==> src/rtl/mulq_pkg.sv <==
package mulq_pkg;

  // mode bits sampled together with the operands
  typedef struct packed {
    logic a_sgn;
    logic b_sgn;
    logic frac;
    logic byte_sel;
  } mulq_mode_t;

  // Fill bit used above a narrow product: the product's top bit if either
  // factor was signed, otherwise zero.
  function automatic logic mulq_fill(input logic a_sgn, input logic b_sgn,
                                     input logic top_bit);
    return (a_sgn | b_sgn) & top_bit;
  endfunction

endpackage

==> src/rtl/mulq_widen.sv <==
module mulq_widen #(
  parameter int unsigned IN_W  = 16,
  parameter int unsigned OUT_W = 17
) (
  input  logic [IN_W-1:0]  val_i,
  input  logic             sgn_i,
  output logic [OUT_W-1:0] val_o
);
  localparam int unsigned PAD_W = OUT_W - IN_W;

  logic pad_bit;
  assign pad_bit = sgn_i & val_i[IN_W-1];
  assign val_o   = {{PAD_W{pad_bit}}, val_i};
endmodule

==> src/rtl/mulq_core.sv <==
module mulq_core
  import mulq_pkg::*;
#(
  parameter int unsigned OP_W  = 16,
  parameter int unsigned SUB_W = 8,
  parameter int unsigned RES_W = 40
) (
  input  logic [OP_W-1:0]      op_a,
  input  logic [OP_W-1:0]      op_b,
  input  mulq_mode_t           mode,
  output logic [2*OP_W+1:0]    raw_word,
  output logic [2*SUB_W+1:0]   raw_byte,
  output logic [RES_W-1:0]     result
);
  localparam int unsigned EXT_W  = OP_W + 1;
  localparam int unsigned PROD_W = 2 * EXT_W;
  localparam int unsigned SCL_W  = 2 * OP_W + 1;
  localparam int unsigned BEXT_W = SUB_W + 1;
  localparam int unsigned BPRD_W = 2 * BEXT_W;
  localparam int unsigned BRES_W = 2 * SUB_W;

  logic [EXT_W-1:0]  wide_a, wide_b;
  logic [BEXT_W-1:0] nar_a, nar_b;

  // one widening unit per operand and per operand size
  for (genvar g = 0; g < 2; g++) begin : g_ext
    logic [OP_W-1:0] src;
    logic            sgn;
    assign src = (g == 0) ? op_a : op_b;
    assign sgn = (g == 0) ? mode.a_sgn : mode.b_sgn;

    logic [EXT_W-1:0]  w_out;
    logic [BEXT_W-1:0] n_out;

    mulq_widen #(.IN_W(OP_W), .OUT_W(EXT_W)) u_word (
      .val_i(src), .sgn_i(sgn), .val_o(w_out)
    );
    mulq_widen #(.IN_W(SUB_W), .OUT_W(BEXT_W)) u_byte (
      .val_i(src[SUB_W-1:0]), .sgn_i(sgn), .val_o(n_out)
    );
  end

  assign wide_a = g_ext[0].w_out;
  assign wide_b = g_ext[1].w_out;
  assign nar_a  = g_ext[0].n_out;
  assign nar_b  = g_ext[1].n_out;

  // word path: signed 17x17 product, then scaler
  logic signed [PROD_W-1:0] word_prod;
  assign word_prod = PROD_W'($signed(wide_a)) * PROD_W'($signed(wide_b));
  assign raw_word  = word_prod;

  logic [SCL_W-1:0] scaled;
  assign scaled = mode.frac ? {word_prod[SCL_W-2:0], 1'b0}
                            : word_prod[SCL_W-1:0];

  logic [RES_W-1:0] word_res;
  assign word_res = {{(RES_W-SCL_W){scaled[SCL_W-1]}}, scaled};

  // byte path: signed 9x9 product, 16-bit result widened by signedness
  logic signed [BPRD_W-1:0] byte_prod;
  assign byte_prod = BPRD_W'($signed(nar_a)) * BPRD_W'($signed(nar_b));
  assign raw_byte  = byte_prod;

  logic [BRES_W-1:0] byte_lo;
  logic              byte_fill;
  assign byte_lo   = byte_prod[BRES_W-1:0];
  assign byte_fill = mulq_fill(mode.a_sgn, mode.b_sgn, byte_lo[BRES_W-1]);

  logic [RES_W-1:0] byte_res;
  assign byte_res = {{(RES_W-BRES_W){byte_fill}}, byte_lo};

  assign result = mode.byte_sel ? byte_res : word_res;
endmodule

==> src/rtl/mulq_outreg.sv <==
module mulq_outreg #(
  parameter int unsigned RES_W = 40
) (
  input  logic             clk,
  input  logic             rst_n,
  input  logic             take_i,
  input  logic [RES_W-1:0] next_i,
  output logic [RES_W-1:0] res_q,
  output logic             res_valid
);
  always_ff @(posedge clk or negedge rst_n) begin
    if (!rst_n) begin
      res_q     <= '0;
      res_valid <= 1'b0;
    end else begin
      res_valid <= take_i;
      if (take_i) res_q <= next_i;
    end
  end
endmodule

==> src/rtl/mulq_dual_mode.sv <==
module mulq_dual_mode
  import mulq_pkg::*;
#(
  parameter int unsigned OP_W  = 16,
  parameter int unsigned SUB_W = 8,
  parameter int unsigned RES_W = 40
) (
  input  logic             clk,
  input  logic             rst_n,
  input  logic             in_valid,
  input  logic [OP_W-1:0]  op_a,
  input  logic [OP_W-1:0]  op_b,
  input  logic             a_sgn,
  input  logic             b_sgn,
  input  logic             frac_mode,
  input  logic             byte_mode,
  output logic [RES_W-1:0] res_q,
  output logic             res_valid
);
  localparam int unsigned RAWW_W = 2 * OP_W + 2;
  localparam int unsigned RAWB_W = 2 * SUB_W + 2;

  mulq_mode_t       mode;
  logic [RAWW_W-1:0] raw_word;
  logic [RAWB_W-1:0] raw_byte;
  logic [RES_W-1:0]  next_res;

  assign mode = '{a_sgn: a_sgn, b_sgn: b_sgn, frac: frac_mode, byte_sel: byte_mode};

  mulq_core #(.OP_W(OP_W), .SUB_W(SUB_W), .RES_W(RES_W)) u_core (
    .op_a(op_a), .op_b(op_b), .mode(mode),
    .raw_word(raw_word), .raw_byte(raw_byte), .result(next_res)
  );

  mulq_outreg #(.RES_W(RES_W)) u_out (
    .clk(clk), .rst_n(rst_n), .take_i(in_valid), .next_i(next_res),
    .res_q(res_q), .res_valid(res_valid)
  );
endmodule

==> config.mk <==
export PLATFORM = sky130hd
export DESIGN_NAME = mulq_dual_mode
export DESIGN_NICKNAME = d
export VERILOG_FILES = /design/src/rtl/mulq_pkg.sv /design/src/rtl/mulq_widen.sv /design/src/rtl/mulq_core.sv /design/src/rtl/mulq_outreg.sv /design/src/rtl/mulq_dual_mode.sv
export SDC_FILE = /design/constraint.sdc
export NUM_CORES = 1
export LEC_CHECK = 0
export ABC_AREA = 1
export ABC_CLOCK_PERIOD_IN_PS = 800
export BUFFER_PORTS_ARGS = -buffer_cell sky130_fd_sc_hd__buf_2
export CORE_MARGIN = 2
export CORE_UTILIZATION = 56
export CTS_CLUSTER_DIAMETER = 200
export CTS_CLUSTER_SIZE = 28
export DETAILED_ROUTE_END_ITERATION = 8
export GPL_TIMING_DRIVEN = 0
export HOLD_SLACK_MARGIN = 0.12
export PLACE_DENSITY = 0.75
export SLEW_MARGIN = 20
export SYNTH_ARGS = -nofsm -noshare
export SYNTH_HDL_FRONTEND = slang
export SYNTH_HIERARCHICAL = 1
export SYNTH_SLANG_ARGS = --single-unit
==> constraint.sdc <==
create_clock -name clk -period 0.8 [get_ports clk]
set_input_delay 0.12 -clock clk [delete_from_list [all_inputs] [get_ports clk]]
set_output_delay 0.12 -clock clk [all_outputs]
set_load 0.05 [all_outputs]
==> results of run 1 <==
[flip-flops by register name, indices dropped and copies added, names as in the netlist]
name,count
u_out/res_q,40
u_out/res_valid,1
[through the flow]
stage | setup TNS, ns | instances | area, sq um | worst slack [ns] | hold slack [ns]
floorplan | -146.89 | 2295 | 18500 | -4.64 | -0.176
global placement | -173.34 | 2741 | 19200 | -5.30 | 0.262
detailed placement | -176.21 | 2741 | 19200 | -5.41 | 0.261
CTS | -159.40 | 2815 | 21300 | -4.68 | -0.00883
global route | -167.66 | 2858 | 22100 | -4.89 | 0.0493
finish | -160.70 | 2859 | 22100 | -4.70 | -0.0377
[how the worst max path moves through the flow]
stage / endpoint / start / slack [ns] / depth (start not counted)
3_3_place_gp: u_out/res_q[39] / op_b[15] / -5.30 / 27
2_1_floorplan: u_out/res_q[33] / a_sgn / -4.64 / 30
4_1_cts: u_out/res_q[36] / op_a[15] / -4.68 / 31
5_1_grt: u_out/res_q[35] / op_a[15] / -4.89 / 30
6_report: u_out/res_q[35] / op_a[15] / -4.70 / 31
3_5_place_dp: u_out/res_q[37] / a_sgn / -5.41 / 31
[layout make-up]
class | count | area [sq um]
Inverter | 656 | 2500
Buffer | 134 | 1660
Sequential cell | 41 | 1030
Clock buffer | 6 | 139
Clock inverter | 2 | 13.8
Tap cell | 396 | 495
Antenna cell | 1 | 2.50
Multi-Input combinational cell | 1439 | 14500
Timing Repair Buffer | 184 | 1770
Fill cell | 2203 | 8330
[worst reg2reg max path, cell delays in order, from the launching register on]
cell and delay, ns:
dfrtp_1 0.40, buf_4 0.14, buf_4 0.12, nand2_1 0.09, nand2_2 0.06
[routing by layer]
layer,vias to the layer above,part of all wire,GRT usage
li1,6708,-,-
met1,7421,0.36,0.397
met2,701,0.50,0.571
met3,198,0.086,0.0549
met4,0,0.050,0.117
met5,-,0,0
[repair_timing]
item	4_1_cts	5_1_grt
hold endpoints to repair	42	41
pin swaps	167	81
gates resized for setup	342	124
setup buffers	84	47
endpoints found under the setup margin	80	81
cloned	2	0
==> metrics, run 1 <==
Vias roughly 15,000; syn nets ~2,800; CP Capture Type register; vias in the first global route between 15,000 and 20,000; CTS H-tree depth 2; Total Wirelength 51,500 microns; crit path launch type input pin; DR WL/cell between 15 and 20 microns; Iteration-0 DRC Markers 1,102; clock skew after layout 0 ns; Final min period about 5.5 ns; Tightest Pin Transition between 0.9 and 1 ns; Initial Util 0.566; layout cells sized above 1 0.286; worst setup path category in -> reg; synth warn 6; die area approximately 32,000 sq um; post-route antenna net violation count 0; final setup margin -4.70 ns; DIE WIDTH around 180 microns; hold slack -0.0377 ns; family with the most delay on the worst path adder cells; Syn Area/Cell 7.51 sq um; port buffer count 50; routability cong. roughly 0.94; Core Util, Final 0.726; number of CTS-inserted buffers 5; CTS tree yes; Syn Inst Count between 2,000 and 2,500; initial antenna violation count 1; final setup violation count 80; gr usage total 0.323; Post-Syn Area 17,200 sq um; outcome finished, violations left; Post-CTS Hold Buffers 1; largest net degree at the start of global routing 42; most frequent cells in the layout nand2_1 (592), inv_1 (570), fa_1 (343); core area 30,400 sq um; RSZ-0062 raised after global routing yes; Crit path required time between 0.9 and 1 ns; crit path buf inv count 11; Hold Path Class in -> async; failing checks negative hold slack, negative setup slack; GRT overflow 0; Max-Cap Viols 0; Worst path max stage delay between 0.5 and 0.6 ns; DPL Wire Length 39,100 microns; Slew HR 0.396; first-pass GRT wire length 82,600 microns; crit path DAT 5.67 ns; Clock Sinks 41; Slew Limit Fails 0; Root Driver clkbuf_16; cells on worst reg2reg path 4; reg2reg end u_out/res_q[38]; area delta synth->final 28.2%; Worst path slowest cell fa_2; Tcrit/Tclk final 6.87; Clk pin slew, worst setup/hold paths approximately 0.06 ns; Max Clk Rate ~0.18 GHz; final net count just under 3,000; Die Ht 179 microns; via/cell ratio between 5 and 6; worst skew pair latency 0.28 ns; CP dominant cell by count fa_1; clk buf depth 2; drt pass-1 iters 5; worst reg2reg setup slack -0.12 ns; Critical Path Fanout Max 8; Final Hold Violating Endpoints 41; reg-to-reg startpoint u_out/res_q[38]; io pins 80; row count 64; DRC viols 0; commonest non-fill, non-tap cell in the layout nand2_1
Power of run 1 is left out: the tool's default activity adds up to more than one toggle a clock period on the data nets, which glitch-free logic cannot reach.
==> run 2: changes to the inputs <==
--- a/config.mk
+++ b/config.mk
@@ -6,7 +6,7 @@
 export NUM_CORES = 1
 export LEC_CHECK = 0
 export ABC_AREA = 1
-export ABC_CLOCK_PERIOD_IN_PS = 800
+export ABC_CLOCK_PERIOD_IN_PS = 5300
 export BUFFER_PORTS_ARGS = -buffer_cell sky130_fd_sc_hd__buf_2
 export CORE_MARGIN = 2
 export CORE_UTILIZATION = 56
@@ -15,9 +15,8 @@
 export DETAILED_ROUTE_END_ITERATION = 8
 export GPL_TIMING_DRIVEN = 0
 export HOLD_SLACK_MARGIN = 0.12
-export PLACE_DENSITY = 0.75
+export PLACE_DENSITY = 0.74
 export SLEW_MARGIN = 20
 export SYNTH_ARGS = -nofsm -noshare
 export SYNTH_HDL_FRONTEND = slang
-export SYNTH_HIERARCHICAL = 1
 export SYNTH_SLANG_ARGS = --single-unit
==> constraint.sdc (replaced) <==
create_clock -name clk -period 5.3 [get_ports clk]
set_input_delay 0.795 -clock clk [delete_from_list [all_inputs] [get_ports clk]]
set_output_delay 0.795 -clock clk [all_outputs]
set_load 0.05 [all_outputs]
==> run 2 against run 1 <==
  * Via count decreased by 8.0%
  * Sequential share of layout area is 0.49 points lower
  * Area after synthesis shrank 8.5%
  * Clock skew unchanged
  * Global-route usage increased by 1.9 points
  * Hold slack improved by 0.52 ns
  * Largest cell class unchanged
  * Critical path depth fell by 4
  * Final area fell by 7.4%
  * The flow finishes with violations (negative setup slack)
==> metrics, run 2 <==
DRC viols 0 (unchanged); Post-synth EDFFs 0; Syn Inst Count 2,034 (-11%); Largest Register u_out.res_q; worst setup path category in -> reg; fillcell total 1,988 (-9.8%); setup TNS -10.41 ns (+150.29 ns); hold slack 0.484 ns (+0.522 ns); area delta synth->final 29.7%; fin cells 2,589 (-9.4%); placed cell area 17,300 sq um (-9.9%); port buffer count 48 (-4.0%); Hold Path Class reg -> reg; Tcrit/Tclk final 1.11; Yosys cell types between 40 and 50; DR WL/cell 18.9 microns (+4.7%); CTS H-tree depth 2 (unchanged); outcome finished, violations left; Synth top area share 0.448; core area 27,800 sq um (-8.7%); Max Clk Rate between 0.15 and 0.2 GHz; Inst Count DP 2,460 (-10%); Final min period ~5.9 ns; first-pass GRT wire length 76,900 microns (-6.9%); Vias 13,800 (-8.0%); row count 61 (-4.7%); number of flip-flops in the largest register 33 (-18%); drt pass-1 iters 5 (unchanged); GRT overflow 0 (unchanged); area leader, netlist fa_1; Max-Cap Viols 0 (unchanged); vias in the first global route 14,900 (-7.2%); layout cells sized above 1 0.289 (+0.00392); final net count 2,717 (-8.9%); gr usage total 0.342 (+0.0194); Slew HR 0.487 (+0.0912); Post-Syn Area 15,800 sq um (-8.5%); DIE WIDTH 172 microns (-4.2%); post-route antenna net violation count 0 (unchanged); syn nets 2,541 (-9.8%); RSZ-0062 raised after global routing yes; Design Area, Final 20,500 sq um (-7.4%); Total Wirelength 48,900 microns (-5.1%); routability cong. 0.963 (+2.7%); top cells by area, synth fa_1 (45%), inv_1 (14%), nand2_1 (11%); DPL Wire Length 37,500 microns (-4.1%); Antenna diodes 0 (-1); synth warn 0 (-6); synthesized flop and latch total 34; Critical Path Fanout Max 10 (+2); commonest non-fill, non-tap cell in the layout inv_1; CP Capture Type register; Syn Area/Cell 7.76 sq um (+3.3%); Post-synth ARST share 1.00; clk buf depth 2 (unchanged); Iteration-0 DRC Markers 988 (-10%); CTS tree yes; number of CTS-inserted buffers 5 (unchanged); Root Driver clkbuf_16; Top FF cell, synth dfrtp_1; Slew Limit Fails 0 (unchanged); Top Registers u_out.res_q x33, u_out.res_valid x1; Tightest Pin Transition 0.770 ns (-0.137 ns); Synth top cells by count inv_1 (584), nand2_1 (471), fa_1 (353); most frequent cells in the layout inv_1 (523), nand2_1 (375), fa_1 (331); Clock Sinks 34 (-17%); Final Hold Violating Endpoints 0 (-100%); final setup violation count 22 (-73%); worst skew pair latency 0.28 ns (about the same); final setup margin -0.582 ns (+4.12 ns); die area 29,500 sq um (-8.3%); Initial Util 0.568 (+0.00150); via/cell ratio 5.34 (+1.6%); crit path launch type input pin; Die Ht 172 microns (-4.2%); Crit path required time 5.47 ns (+4.49 ns); crit path DAT 6.05 ns (+0.38 ns); Clk pin slew, worst setup/hold paths 0.06 ns (about the same); failing checks negative setup slack; initial antenna violation count 0 (-1); io pins 80 (unchanged); Seq/Total Area, Yosys 0.0539; largest net degree at the start of global routing 35 (-17%); clock skew after layout 0 ns (unchanged); most common cell in the netlist inv_1
run 2: area by class of cell:
type	count	area [sq um]	area share
plain buffers	83	1330	0.0650
clock buffers	6	139	0.00679
clock inverters	2	12.5	0.000611
inverters	587	2240	0.109
multi-input cells	1330	14000	0.686
flip-flops and latches	34	851	0.0416
well taps	378	473	0.0231
repair buffers	169	1390	0.0680
run 2: layer usage:
metal / wire (microns) / GRT usage / part of all wire
met1: 18600 / 0.439 / 0.38
met2: 23100 / 0.564 / 0.47
met3: 4760 / 0.0757 / 0.097
met4: 2440 / 0.140 / 0.050
met5: 0 / 0 / 0
run 2: worst max-delay path, stage by stage:
cell and delay [ns]:
buf_8 0.16, clkbuf_16 0.19, nand2_1 0.08, fa_1 0.53, inv_1 0.06, fa_1 0.49, fa_1 0.53, fa_1 0.53
fa_1 0.51, inv_1 0.06, fa_2 0.58, inv_2 0.06, ha_4 0.34, nand2_4 0.08, inv_4 0.08, nand2_4 0.06
inv_2 0.05, nand2_1 0.04, inv_1 0.08, nand3_2 0.06, or2_4 0.24, nand3_2 0.05, nand2_1 0.07, nand3_1 0.07
nand2_1 0.07, nor2_2 0.13, nor2_2 0.04
run 2: logic make-up after synthesis:
kind of cell / Yosys count / share of synthesized area
xor+xnor: 18 / 0.00999
buf+inv: 670 / 0.163
compound gates: 118 / 0.0420
flops: 34 / 0.0539
fa+ha+maj: 468 / 0.539
simple gates: 726 / 0.192
run 2: stage by stage:
step / utilization / setup slack, ns
2_1_floorplan: - / -0.405
3_3_place_gp: 0.623 / -1.41
3_5_place_dp: 0.623 / -1.43
4_1_cts: 0.698 / -0.520
5_1_grt: 0.737 / -0.750
6_report: 0.737 / -0.582
run 2: worst paths after layout:
kind | slack [ns] | from | end | depth (start not counted)
setup reg to reg | 4.34 | u_out.res_q[38] | u_out.res_q[38] | 3
max in group asynchronous | 4.22 | rst_n | u_out.res_q[4] | 1
min in group asynchronous | 0.58 | rst_n | u_out.res_q[2] | 1
hold / removal | 0.48 | u_out.res_q[2] | u_out.res_q[2] | 2
setup / recovery | -0.58 | op_b[8] | u_out.res_q[25] | 27
hold reg to reg | 0.48 | u_out.res_q[2] | u_out.res_q[2] | 2
run 2: repair_timing:
| action | in CTS | in global routing |
|---|---|---|
| gates resized for setup | 258 | 241 |
| pin swaps | 154 | 124 |
| hold buffers | 0 | 0 |
| endpoints found under the setup margin | 25 | 25 |
| buffers inserted | 89 | 33 |
Power of run 2 is left out for the same reason.
==> run 3: changes to the inputs <==
--- a/config.mk
+++ b/config.mk
@@ -16,6 +16,7 @@
 export GPL_TIMING_DRIVEN = 0
 export HOLD_SLACK_MARGIN = 0.12
 export PLACE_DENSITY = 0.74
+export SETUP_SLACK_MARGIN = 0.3
 export SLEW_MARGIN = 20
 export SYNTH_ARGS = -nofsm -noshare
 export SYNTH_HDL_FRONTEND = slang
==> run 3 against run 2 <==
  * The run still ends with negative setup slack left
  * Wire length increased by 1.2%
  * Count of clock-buffer cells in the layout increased by 1
  * Final area increased by 0.16%
==> metrics, run 3 (synthesized netlist as in run 2, its figures left out) <==
outcome finished, violations left; failing checks negative setup slack; die area 29,500 sq um (unchanged); first-pass GRT wire length 77,100 microns (+0.23%); clk buf depth 2 (unchanged); via/cell ratio 5.40 (+1.0%); final setup violation count 22 (unchanged); hold slack 0.485 ns (+0.000973 ns); Tcrit/Tclk final 1.12 (+0.0101); Post-CTS Hold Buffers 0 (unchanged); row count 61 (unchanged); DIE WIDTH 172 microns (unchanged); placed cell area 17,400 sq um (+0.51%); Slew Limit Fails 0 (unchanged); Clk pin slew, worst setup/hold paths 0.05 ns (about the same); Storage cell area 851 sq um (unchanged); Crit path required time 5.47 ns (about the same); drt pass-1 iters 5 (unchanged); Top Registers u_out.res_q x33, u_out.res_valid x1; vias in the first global route 14,900 (+0.21%); Iteration-0 DRC Markers 1,120 (+13%); Worst path max stage delay 0.71 ns (+0.13 ns); area delta synth->final 29.9%; Tightest Pin Transition 0.763 ns (-0.00685 ns); Core Util, Final 0.738 (+0.00117); initial antenna violation count 0 (unchanged); reg2reg end u_out.res_q[38]; Max Clk Rate 0.168 GHz (-0.90%); Root Driver clkbuf_16; crit path launch type input pin; Slew HR 0.492 (+0.00457); port buffer count 48 (unchanged); io pins 80 (unchanged); Max-Cap Viols 0 (unchanged); Critical Path Fanout Max 6 (-4); number of CTS-inserted buffers 5 (unchanged); reg-to-reg startpoint u_out.res_q[38]; post-route antenna net violation count 0 (unchanged); Worst path slowest cell fa_2; fillcell total 1,973 (-0.75%); CP startpoint a_sgn; hold depth 2 (unchanged); DR WL/cell 19.1 microns (+1.1%); Final min period 5.94 ns (+0.0534 ns); worst hold start u_out.res_q[1]; Design Area, Final 20,500 sq um (+0.16%); Final Hold Violating Endpoints 0 (unchanged); worst reg2reg setup slack 4.34 ns (about the same); number of flip-flops in the largest register 33 (unchanged); RSZ-0062 raised after global routing yes; Initial Util 0.568 (unchanged); final setup margin -0.635 ns (-0.0534 ns); routability cong. 0.963 (about the same); CP Capture Type register; Antenna diodes 0 (unchanged); core area 27,800 sq um (unchanged); gr usage total 0.344 (+0.00236); crit path DAT 6.10 ns (+0.05 ns); largest net degree at the start of global routing 35 (unchanged); commonest non-fill, non-tap cell in the layout inv_1; Hold Path Class reg -> reg; Clock Sinks 34 (unchanged); Total Wirelength 49,500 microns (+1.2%); Min-Delay Endpoint u_out.res_q[1]; GRT overflow 0 (unchanged); DRC viols 0 (unchanged); clock skew after layout 0 ns (unchanged); CTS tree yes; Largest Register u_out.res_q; cells on worst reg2reg path 3 (unchanged); CTS H-tree depth 2 (unchanged); layout cells sized above 1 0.281 (-0.00820); worst-path cell chain buf_16 > nand2_8 > nor2_4 > fa_2 > inv_4 > fa_2 > inv_4 > fa_2 > fa_1 > fa_1 > fa_1 > ha_4 > nand2_4 > nor2_4 > inv_2 > nor3_4 > nand4_1 > nand4_1 > nand2_1 > nand2_1 > nand2_1 > nor2_2 > nor2_2; Die Ht 172 microns (unchanged); final net count 2,721 (+0.15%); Vias 14,000 (+1.2%); area taken by multi-input logic gates 14,000 sq um (about the same); worst setup path category in -> reg; worst skew pair latency 0.28 ns (about the same); most frequent cells in the layout inv_1 (520), nand2_1 (385), fa_1 (325); DPL Wire Length 37,700 microns (+0.57%)
-- run 3: worst max-delay path by stage --
stage | endpoint | slack (ns) | cells past startpoint
global route | u_out.res_q[29] | -0.84 | 22
detailed placement | u_out.res_q[24] | -1.33 | 24
floorplan | u_out.res_q[18] | -0.40 | 24
finish | u_out.res_q[28] | -0.64 | 23
global placement | u_out.res_q[24] | -1.32 | 24
CTS | u_out.res_q[19] | -0.55 | 24
-- run 3: final cells by class --
cell class / count / share of cell area
inverter: 587 / 0.109
clock buffer: 7 / 0.00696
multi-input combinational: 1330 / 0.685
sequential: 34 / 0.0415
clock inverter: 1 / 0.000244
timing repair buffer: 173 / 0.0681
buffer: 83 / 0.0668
tap: 378 / 0.0231
-- run 3: timing repair --
| item | 4_1_cts | 5_1_grt |
|---|---|---|
| setup buffers | 99 | 26 |
| setup endpoints to repair | 26 | 25 |
| pin swaps | 132 | 81 |
| gates resized for setup | 285 | 181 |
-- run 3: metal layers --
metal / global-route usage / up-vias / wire length [microns]
met4: 0.129 / 0 / 2190
li1: - / 6185 / -
met3: 0.0709 / 175 / 4890
met5: 0 / - / 0
met1: 0.441 / 6895 / 18500
met2: 0.579 / 740 / 23900
-- run 3: critical path, delay by kind of cell --
family        cells  cell delay [ns]
fa+ha+maj         7             3.65
simple gates     12             1.30
buf+inv           4             0.33
-- run 3: through the flow --
step                      instances  TNS, ns  worst slack (ns)
after floorplan                2034    -5.95            -0.405
after global placement         2460   -25.87             -1.32
after detailed placement       2460   -26.72             -1.33
after CTS                      2567    -9.36            -0.546
after global routing           2593   -14.92            -0.841
final                          2593   -11.58            -0.635
Power of run 3 is left out for the same reason.
